--- config.mk ---
export PLATFORM = sky130hd
export DESIGN_NAME = sx_translator
export DESIGN_NICKNAME = d
export VERILOG_FILES = /design/src/rtl/sx_pkg.sv /design/src/rtl/sx_free_pool.sv /design/src/rtl/sx_tag_stack.sv /design/src/rtl/sx_group_xlate.sv /design/src/rtl/sx_translator.sv
export SDC_FILE = /design/constraint.sdc
export NUM_CORES = 1
export LEC_CHECK = 0
export CORE_ASPECT_RATIO = 1.2
export CORE_MARGIN = 2
export CORE_UTILIZATION = 43
export DETAILED_ROUTE_END_ITERATION = 10
export PLACE_DENSITY_LB_ADDON = 0.25
export SLEW_MARGIN = 20
export SYNTH_ARGS = -nofsm -noshare
export SYNTH_HDL_FRONTEND = slang
export SYNTH_SLANG_ARGS = --single-unit
--- constraint.sdc ---
create_clock -name clk -period 34.6 [get_ports clk]
set_clock_uncertainty 0.15 [all_clocks]
set_input_delay 5.19 -clock clk [delete_from_list [all_inputs] [get_ports clk]]
set_output_delay 5.19 -clock clk [all_outputs]
set_load 0.005 [all_outputs]
--- src/rtl/sx_pkg.sv ---
package sx_pkg;

  typedef enum logic [2:0] {
    OP_LOAD  = 3'd0,
    OP_STORE = 3'd1,
    OP_NEG   = 3'd2,
    OP_ADD   = 3'd3,
    OP_SUB   = 3'd4,
    OP_POP   = 3'd5,
    OP_RSV6  = 3'd6,
    OP_RSV7  = 3'd7
  } sx_op_e;

  // Stack effect of one op: tags popped, tags pushed, micro-op emitted,
  // destination register needed.
  function automatic void op_effect(input logic [2:0] op,
                                    output int npop, output int npush,
                                    output logic emit, output logic wdst);
    npop = 0; npush = 0; emit = 1'b0; wdst = 1'b0;
    case (op)
      OP_LOAD:        begin npop = 0; npush = 1; emit = 1'b1; wdst = 1'b1; end
      OP_STORE:       begin npop = 1; npush = 0; emit = 1'b1; wdst = 1'b0; end
      OP_NEG:         begin npop = 1; npush = 1; emit = 1'b1; wdst = 1'b1; end
      OP_ADD, OP_SUB: begin npop = 2; npush = 1; emit = 1'b1; wdst = 1'b1; end
      OP_POP:         begin npop = 1; npush = 0; emit = 1'b0; wdst = 1'b0; end
      default:        begin npop = 0; npush = 0; emit = 1'b0; wdst = 1'b0; end
    endcase
  endfunction

endpackage

--- src/rtl/sx_free_pool.sv ---
module sx_free_pool #(
  parameter int NREG = 32,
  parameter int TW   = $clog2(NREG)
) (
  input  logic            clk,
  input  logic            rst_n,
  input  logic            commit,
  input  logic [NREG-1:0] alloc_mask,
  input  logic            rel_valid,
  input  logic [TW-1:0]   rel_tag,
  output logic [NREG-1:0] free_q
);

  logic [NREG-1:0] free_d;

  always_comb begin
    free_d = free_q;
    if (commit) free_d = free_d & ~alloc_mask;
    if (rel_valid) free_d[rel_tag] = 1'b1;
  end

  always_ff @(posedge clk or negedge rst_n) begin
    if (!rst_n) free_q <= '1;
    else        free_q <= free_d;
  end

  // only free registers are handed out
  p_alloc_free_r10: assert property (@(posedge clk) disable iff (!rst_n)
    commit |-> ((alloc_mask & ~free_q) == '0));

  // a released register is free in the following cycle
  p_release_lands_r10: assert property (@(posedge clk) disable iff (!rst_n)
    rel_valid |=> free_q[$past(rel_tag)]);

endmodule

--- src/rtl/sx_tag_stack.sv ---
module sx_tag_stack #(
  parameter int DEPTH = 16,
  parameter int TW    = 5,
  parameter int SPW   = $clog2(DEPTH + 1)
) (
  input  logic                      clk,
  input  logic                      rst_n,
  input  logic                      commit,
  input  logic [DEPTH-1:0][TW-1:0]  stk_d,
  input  logic [SPW-1:0]            sp_d,
  output logic [DEPTH-1:0][TW-1:0]  stk_q,
  output logic [SPW-1:0]            sp_q
);

  always_ff @(posedge clk or negedge rst_n) begin
    if (!rst_n) begin
      stk_q <= '0;
      sp_q  <= '0;
    end else if (commit) begin
      stk_q <= stk_d;
      sp_q  <= sp_d;
    end
  end

  // depth never exceeds the stack size
  p_no_overflow_r9: assert property (@(posedge clk) disable iff (!rst_n)
    sp_q <= SPW'(DEPTH));

  // without a commit the depth holds
  p_depth_hold_r12: assert property (@(posedge clk) disable iff (!rst_n)
    !commit |=> $stable(sp_q));

endmodule

--- src/rtl/sx_group_xlate.sv ---
module sx_group_xlate
  import sx_pkg::*;
#(
  parameter int LANES = 4,
  parameter int NREG  = 32,
  parameter int DEPTH = 16,
  parameter int AW    = 32,
  parameter int TW    = $clog2(NREG),
  parameter int SPW   = $clog2(DEPTH + 1),
  parameter int IW    = $clog2(DEPTH),
  parameter int LIW   = (LANES > 1) ? $clog2(LANES) : 1,
  parameter int CW    = $clog2(LANES + 1)
) (
  input  logic                      slot_ok,
  input  logic [LANES-1:0]          in_valid,
  input  logic [LANES-1:0][2:0]     in_op,
  input  logic [LANES-1:0][AW-1:0]  in_addr,
  input  logic [DEPTH-1:0][TW-1:0]  stk_q,
  input  logic [SPW-1:0]            sp_q,
  input  logic [NREG-1:0]           free_q,
  output logic [CW-1:0]             take,
  output logic                      err_uf,
  output logic [DEPTH-1:0][TW-1:0]  stk_d,
  output logic [SPW-1:0]            sp_d,
  output logic [NREG-1:0]           alloc_mask,
  output logic [LANES-1:0]          l_v,
  output logic [LANES-1:0][2:0]     l_cls,
  output logic [LANES-1:0][TW-1:0]  l_s0,
  output logic [LANES-1:0]          l_s0v,
  output logic [LANES-1:0][TW-1:0]  l_s1,
  output logic [LANES-1:0]          l_s1v,
  output logic [LANES-1:0][TW-1:0]  l_dst,
  output logic [LANES-1:0]          l_dstv,
  output logic [LANES-1:0][AW-1:0]  l_addr,
  output logic [LANES-1:0]          l_md,
  output logic [LANES-1:0][LIW-1:0] l_mdl
);

  always_comb begin
    int sp, npop, npush, ltake;
    logic go, emit, wdst, found;
    logic [TW-1:0] pick, t_top, t_sec;
    logic [NREG-1:0] fm;
    logic [LANES-1:0] st_ok;

    stk_d = stk_q; sp = int'(sp_q); fm = free_q; alloc_mask = '0;
    go = slot_ok; ltake = 0; err_uf = 1'b0; st_ok = '0;
    l_v = '0; l_cls = '0; l_s0 = '0; l_s0v = '0; l_s1 = '0; l_s1v = '0;
    l_dst = '0; l_dstv = '0; l_addr = '0; l_md = '0; l_mdl = '0;

    for (int i = 0; i < LANES; i++) begin
      op_effect(in_op[i], npop, npush, emit, wdst);
      // lowest free register under the lanes already taken
      found = 1'b0; pick = '0;
      for (int r = NREG - 1; r >= 0; r--) begin
        if (fm[r]) begin found = 1'b1; pick = TW'(r); end
      end
      t_top = (sp >= 1) ? stk_d[IW'(sp - 1)] : '0;
      t_sec = (sp >= 2) ? stk_d[IW'(sp - 2)] : '0;

      if (go && in_valid[i]) begin
        if (npop > sp) begin
          go = 1'b0;
          err_uf = 1'b1;
        end else if (sp - npop + npush > DEPTH) begin
          go = 1'b0;
        end else if (wdst && !found) begin
          go = 1'b0;
        end else begin
          ltake = ltake + 1;
          sp = sp - npop;
          if (wdst) begin
            fm[pick] = 1'b0;
            alloc_mask[pick] = 1'b1;
            stk_d[IW'(sp)] = pick;
            sp = sp + 1;
          end
          if (emit) begin
            l_v[i]   = 1'b1;
            l_cls[i] = in_op[i];
            if (npop == 1) begin
              l_s0[i] = t_top; l_s0v[i] = 1'b1;
            end else if (npop == 2) begin
              l_s0[i] = t_sec; l_s0v[i] = 1'b1;
              l_s1[i] = t_top; l_s1v[i] = 1'b1;
            end
            if (wdst) begin
              l_dst[i] = pick; l_dstv[i] = 1'b1;
            end
            if (in_op[i] == OP_STORE) begin
              l_addr[i] = in_addr[i];
              st_ok[i]  = 1'b1;
            end
            if (in_op[i] == OP_LOAD) begin
              l_addr[i] = in_addr[i];
              for (int j = 0; j < LANES; j++) begin
                if (j < i && st_ok[j] && in_addr[j] == in_addr[i]) begin
                  l_md[i]  = 1'b1;
                  l_mdl[i] = LIW'(j);
                end
              end
            end
          end
        end
      end else begin
        go = 1'b0;
      end
    end

    sp_d = SPW'(sp);
    take = CW'(ltake);
  end

endmodule

--- src/rtl/sx_translator.sv ---
module sx_translator
  import sx_pkg::*;
#(
  parameter int LANES = 4,
  parameter int NREG  = 32,
  parameter int DEPTH = 16,
  parameter int AW    = 32,
  localparam int TW   = $clog2(NREG),
  localparam int SPW  = $clog2(DEPTH + 1),
  localparam int IW   = $clog2(DEPTH),
  localparam int LIW  = (LANES > 1) ? $clog2(LANES) : 1,
  localparam int CW   = $clog2(LANES + 1)
) (
  input  logic                 clk,
  input  logic                 rst_n,
  input  logic [LANES-1:0]     in_valid,
  input  logic [LANES*3-1:0]   in_op,
  input  logic [LANES*AW-1:0]  in_addr,
  output logic [CW-1:0]        in_take,
  output logic                 err_underflow,
  input  logic                 rel_valid,
  input  logic [TW-1:0]        rel_tag,
  output logic                 out_valid,
  input  logic                 out_ready,
  output logic [LANES-1:0]     uop_valid,
  output logic [LANES*3-1:0]   uop_class,
  output logic [LANES*TW-1:0]  uop_src0,
  output logic [LANES-1:0]     uop_src0_v,
  output logic [LANES*TW-1:0]  uop_src1,
  output logic [LANES-1:0]     uop_src1_v,
  output logic [LANES*TW-1:0]  uop_dst,
  output logic [LANES-1:0]     uop_dst_v,
  output logic [LANES*AW-1:0]  uop_addr,
  output logic [LANES-1:0]     uop_mem_dep,
  output logic [LANES*LIW-1:0] uop_dep_lane
);

  typedef struct packed {
    logic           v;
    logic [2:0]     cls;
    logic [TW-1:0]  s0;
    logic           s0v;
    logic [TW-1:0]  s1;
    logic           s1v;
    logic [TW-1:0]  dst;
    logic           dstv;
    logic [AW-1:0]  addr;
    logic           md;
    logic [LIW-1:0] mdl;
  } rec_t;

  // reset: asserted asynchronously, released on a clock edge
  logic [1:0] rs_q;
  logic       rst_s;
  always_ff @(posedge clk or negedge rst_n) begin
    if (!rst_n) rs_q <= 2'b00;
    else        rs_q <= {rs_q[0], 1'b1};
  end
  assign rst_s = rs_q[1];

  logic                      adv;
  logic [DEPTH-1:0][TW-1:0]  stk_q, stk_d;
  logic [SPW-1:0]            sp_q, sp_d;
  logic [NREG-1:0]           free_q, alloc_mask;
  logic [LANES-1:0]          l_v, l_s0v, l_s1v, l_dstv, l_md;
  logic [LANES-1:0][2:0]     l_cls;
  logic [LANES-1:0][TW-1:0]  l_s0, l_s1, l_dst;
  logic [LANES-1:0][AW-1:0]  l_addr;
  logic [LANES-1:0][LIW-1:0] l_mdl;
  logic [LANES-1:0][2:0]     op_v;
  logic [LANES-1:0][AW-1:0]  addr_v;

  rec_t [LANES-1:0] rec_d, rec_q;
  logic             ov_d, ov_q;

  assign op_v   = in_op;
  assign addr_v = in_addr;
  assign adv    = !ov_q || out_ready;

  sx_free_pool #(.NREG(NREG), .TW(TW)) u_pool (
    .clk(clk), .rst_n(rst_s), .commit(adv), .alloc_mask(alloc_mask),
    .rel_valid(rel_valid), .rel_tag(rel_tag), .free_q(free_q)
  );

  sx_tag_stack #(.DEPTH(DEPTH), .TW(TW), .SPW(SPW)) u_stack (
    .clk(clk), .rst_n(rst_s), .commit(adv), .stk_d(stk_d), .sp_d(sp_d),
    .stk_q(stk_q), .sp_q(sp_q)
  );

  sx_group_xlate #(
    .LANES(LANES), .NREG(NREG), .DEPTH(DEPTH), .AW(AW), .TW(TW),
    .SPW(SPW), .IW(IW), .LIW(LIW), .CW(CW)
  ) u_xlate (
    .slot_ok(adv), .in_valid(in_valid), .in_op(op_v), .in_addr(addr_v),
    .stk_q(stk_q), .sp_q(sp_q), .free_q(free_q),
    .take(in_take), .err_uf(err_underflow), .stk_d(stk_d), .sp_d(sp_d),
    .alloc_mask(alloc_mask), .l_v(l_v), .l_cls(l_cls), .l_s0(l_s0),
    .l_s0v(l_s0v), .l_s1(l_s1), .l_s1v(l_s1v), .l_dst(l_dst),
    .l_dstv(l_dstv), .l_addr(l_addr), .l_md(l_md), .l_mdl(l_mdl)
  );

  // next state of the output stage
  always_comb begin
    ov_d = |l_v;
    for (int i = 0; i < LANES; i++) begin
      rec_d[i].v    = l_v[i];
      rec_d[i].cls  = l_cls[i];
      rec_d[i].s0   = l_s0[i];
      rec_d[i].s0v  = l_s0v[i];
      rec_d[i].s1   = l_s1[i];
      rec_d[i].s1v  = l_s1v[i];
      rec_d[i].dst  = l_dst[i];
      rec_d[i].dstv = l_dstv[i];
      rec_d[i].addr = l_addr[i];
      rec_d[i].md   = l_md[i];
      rec_d[i].mdl  = l_mdl[i];
    end
  end

  always_ff @(posedge clk or negedge rst_s) begin
    if (!rst_s) begin
      ov_q  <= 1'b0;
      rec_q <= '0;
    end else if (adv) begin
      ov_q  <= ov_d;
      rec_q <= rec_d;
    end
  end

  assign out_valid = ov_q;
  always_comb begin
    for (int i = 0; i < LANES; i++) begin
      uop_valid[i]              = rec_q[i].v;
      uop_class[i*3 +: 3]       = rec_q[i].cls;
      uop_src0[i*TW +: TW]      = rec_q[i].s0;
      uop_src0_v[i]             = rec_q[i].s0v;
      uop_src1[i*TW +: TW]      = rec_q[i].s1;
      uop_src1_v[i]             = rec_q[i].s1v;
      uop_dst[i*TW +: TW]       = rec_q[i].dst;
      uop_dst_v[i]              = rec_q[i].dstv;
      uop_addr[i*AW +: AW]      = rec_q[i].addr;
      uop_mem_dep[i]            = rec_q[i].md;
      uop_dep_lane[i*LIW +: LIW] = rec_q[i].mdl;
    end
  end

  // a stalled group holds its fields
  p_hold_r12: assert property (@(posedge clk) disable iff (!rst_s)
    (out_valid && !out_ready) |=> (out_valid && $stable(uop_valid) &&
      $stable(uop_dst) && $stable(uop_src0) && $stable(uop_addr)));

  // nothing is consumed while the output stage is blocked
  p_no_take_blocked_r12: assert property (@(posedge clk) disable iff (!rst_s)
    (out_valid && !out_ready) |-> (in_take == '0));

  // an underflow flag points at a presented lane that was not taken
  p_err_at_stall_r8: assert property (@(posedge clk) disable iff (!rst_s)
    err_underflow |-> ((in_take < CW'(LANES)) && in_valid[in_take[LIW-1:0]]));

  for (genvar g = 0; g < LANES; g++) begin : g_lane_chk
    // a store carries data and no destination
    p_store_shape_r4: assert property (@(posedge clk) disable iff (!rst_s)
      (uop_valid[g] && uop_class[g*3 +: 3] == OP_STORE) |->
        (uop_src0_v[g] && !uop_src1_v[g] && !uop_dst_v[g]));
    // a load has no sources and a destination
    p_load_shape_r2: assert property (@(posedge clk) disable iff (!rst_s)
      (uop_valid[g] && uop_class[g*3 +: 3] == OP_LOAD) |->
        (!uop_src0_v[g] && !uop_src1_v[g] && uop_dst_v[g]));
    // only loads are ordered behind a store
    p_dep_on_load_r11: assert property (@(posedge clk) disable iff (!rst_s)
      uop_mem_dep[g] |-> (uop_valid[g] && uop_class[g*3 +: 3] == OP_LOAD));
  end

endmodule

==> results.txt <==
H-tree depth: 2
Mapped Area: 33100 µm²
CTS tree: built
pwr dens: 103 nW/µm²
crit path kind: input pin to output pin
syn avg cell area: 8.80 µm²
final setup fails: 0
RSZ-0062 raised after global routing: no
vias in the first global route: 32818
CTS max path bufs: 3
Post-synth EDFFs: 0
TNS Setup: 0 ns
crit start category: input pin
via/cell ratio: 6.79
top_reg_cell synth: dfrtp_1
final worst path period share: 90.7%
via count: 34357
worst slew pin tran: 1.25 ns
post-synthesis cell type count: 126
# hold bufs at CTS: 0
Worst slew margin: 16.1%
Fmax: 31.9 MHz
worst min-delay path class: flop to flop
Remaining DRCs: 0
PostCTS Resize Cnt: 0
Die ar.: 79200 µm²
final worst path period need: 31.37 ns
Core Region: 76400 µm²
Seq/Total Area, Yosys: 26.0%
antenna violations before repair: 4
global placer's final weighted congestion: 1.06
clk root buf: clkbuf_16
Final nets: 4246
Cells after DPL: 4983
# port buffers: 379
Routed WL per cell: 31.6 µm
DPL Wire Length: 125000 µm
Top Ports: 386
Ys Warns: 0
Setup crit start: in_op[1]
Layout Cells excl Fill: 5059
Die Y: 308 µm
most frequent CP cell: ha_1
WL final: 160000 µm
Cells after Synth: 3764
layout cells sized above 1: 12.3%
worst r2r src: u_stack.sp_q[0]
Layout Area Growth over Synthesis: 18.8%
global-route wire length before repair: 229000 µm
Initial Utilization: 43.3%
Async SR Flop Fraction: 100%
static leakage: 15.4 nW
total grt overflow: 0
clock sink total: 342
# rows: 111
Total GRT Usage: 39.1%
Crit Path Max Fanout: 32
Slew Limit Fails: 0
worst path bufs/invs: 10
Clock transition at path regs: 0.06 ns
MaxCap Viol Count: 0
Setup Buffers After CTS: 0
CP delay by family, top: compound AO/OA/AOI/OAI gates
DRT antenna net count: 0
CTS Buf Count: 40
Worst VDD drop: 109 µV
CP peak stage delay: 0.72 ns
clk_lat worst skew: 0.66 ns
status: finished clean
First-pass DRT Iterations: 9
CP Capture Type: output pin
Final Hold Fails: 0
initial DRC count: 3904
worst path arrival time: 26.03 ns
maximum number of pins on one net before global-route repair: 84
Crit-path slowest cell: o21ai_0
Die W: 257 µm
Hold Startpoint: rs_q[0]
required time worst endpoint: 29.26 ns
synthesis-stage register bit count: 342
## metal layers
layer | share of wire, % | vias to the layer above | GRT usage (%)
li1 | - | 14767 | -
met1 | 37 | 16793 | 46.6
met2 | 46 | 2222 | 64.0
met3 | 9.5 | 571 | 8.19
met4 | 8.0 | 4 | 25.7
met5 | 0.017 | - | 0
## path summary, 6_finish.rpt
kind | endpoint | slack, ns | depth (start not counted)
max | in_take[1] | 3.23 | 63
min | rs_q[1] | 0.20 | 0
max reg2reg | u_pool.free_q[20] | 13.36 | 62
min reg2reg | rs_q[1] | 0.20 | 0
max in group asynchronous | rs_q[1] | 29.59 | 1
min in group asynchronous | u_stack.stk_q[23] | 0.25 | 0
## worst reg2reg max path, delay by kind of cell (launching register included)
kind                       cells  cell delay [ns]
AOI/OAI and AO/OA             26             8.25
adders and majority gates      6             2.02
buffers and inverters          9             3.41
muxes                          2             0.39
DFF                            1             0.35
and+or+nand+nor               19             6.54
## logic make-up (layout without fill, tap and decap cells)
group                    Yosys count  count (layout)  share of synthesized area [%]
AND/OR/NAND/NOR                 1320            1320                           20.4
adder cells (fa/ha/maj)           85              85                           3.30
buffers and inverters            340             610                           4.18
XOR/XNOR                         269             269                           7.24
flip-flops                       342             342                           26.0
multiplexers                     363             363                           15.9
other                              2              10                         0.0227
AO/OA/AOI/OAI                   1043            1043                           23.0
## sequential cells by signal, summed over array words and instances (netlist names)
name           flops
uop_addr         128
uop_src0          20
uop_dst           20
uop_src0_v         4
uop_valid          4
u_pool.free_q     32
uop_mem_dep        3
uop_src1          20
uop_dst_v          4
uop_src1_v         4
u_stack.stk_q     80
uop_class         12
u_stack.sp_q       5
uop_dep_lane       3
out_valid          1
rs_q               2
## cell usage after synthesis (20+ instances only)
master,instances,area [µm²]
a31oi_1,75,469
o21ai_0,164,821
a22oi_1,37,278
mux4_2,126,2840
nor3_1,84,420
nor2b_1,35,219
o21a_1,27,203
o31ai_1,45,338
nand4_1,69,432
o22ai_1,26,163
nand2_1,458,1720
mux2i_1,195,1950
a22o_1,182,1590
a21o_1,28,210
nand2b_1,28,175
a211oi_1,20,150
nor4_1,69,432
dfstp_2,32,841
and3_1,43,269
a32oi_1,21,184
nor2_1,269,1010
xnor2_1,169,1480
buf_1,20,75.1
inv_1,72,270
a21oi_1,142,711
xor2_1,97,850
nand3_1,72,360
clkbuf_1,208,781
ha_1,81,1010
o211ai_1,58,435
mux2_2,42,473
and2_1,30,188
dfrtp_1,310,7760
or4_1,28,210
or3_1,29,181
## final cells by class
| type | instances | area [µm²] |
|---|---|---|
| multi-input cells | 3087 | 23300 |
| flip-flops and latches | 342 | 8600 |
| well taps | 1017 | 1270 |
| clock inverters | 26 | 443 |
| fillers | 7153 | 37100 |
| clock buffers | 47 | 1050 |
| inverters | 78 | 293 |
| diodes | 3 | 7.51 |
| repair buffers | 459 | 4400 |
## metrics by stage
step	util [%]	setup WS (ns)	hold slack (ns)	total power [mW]	area, µm²
3_3_place_gp	49.5	4.04	0.187	3.42	37800
2_1_floorplan	-	6.29	0.181	2.48	33100
6_report	51.5	3.23	0.197	4.06	39300
5_1_grt	51.5	2.17	0.202	4.21	39300
3_5_place_dp	49.5	3.67	0.185	3.44	37800
4_1_cts	51.4	3.64	0.198	3.95	39300
## cells in the final DEF (no fill, tap or decap), types with 29 or more instances in the layout
cell             synthesis  routed
nand2_1                458     458
clkdlybuf4s50_1          0     379
dfrtp_1                310     307
nor2_1                 269     268
mux2i_1                195     193
a22o_1                 182     182
xnor2_1                169     169
o21ai_0                164     162
a21oi_1                142     139
mux4_2                 126     126
xor2_1                  97      96
nor3_1                  84      81
ha_1                    81      81
buf_4                    9      79
a31oi_1                 75      74
nand3_1                 72      72
inv_1                   72      69
nand4_1                 69      69
nor4_1                  69      65
o211ai_1                58      58
o31ai_1                 45      45
and3_1                  43      43
mux2_2                  42      42
clkbuf_16                0      40
a22oi_1                 37      37
nor2b_1                 35      34
dfstp_2                 32      32
and2_1                  30      30
or3_1                   29      29
## power breakdown
group          leakage, nW  switching, mW  internal (mW)
sequential            4.64         0.0643          0.446
clock                0.714          0.206          0.295
combinational         10.1           2.02           1.02
total                 15.4           2.29           1.76
(Power assumes the default switching activity.)
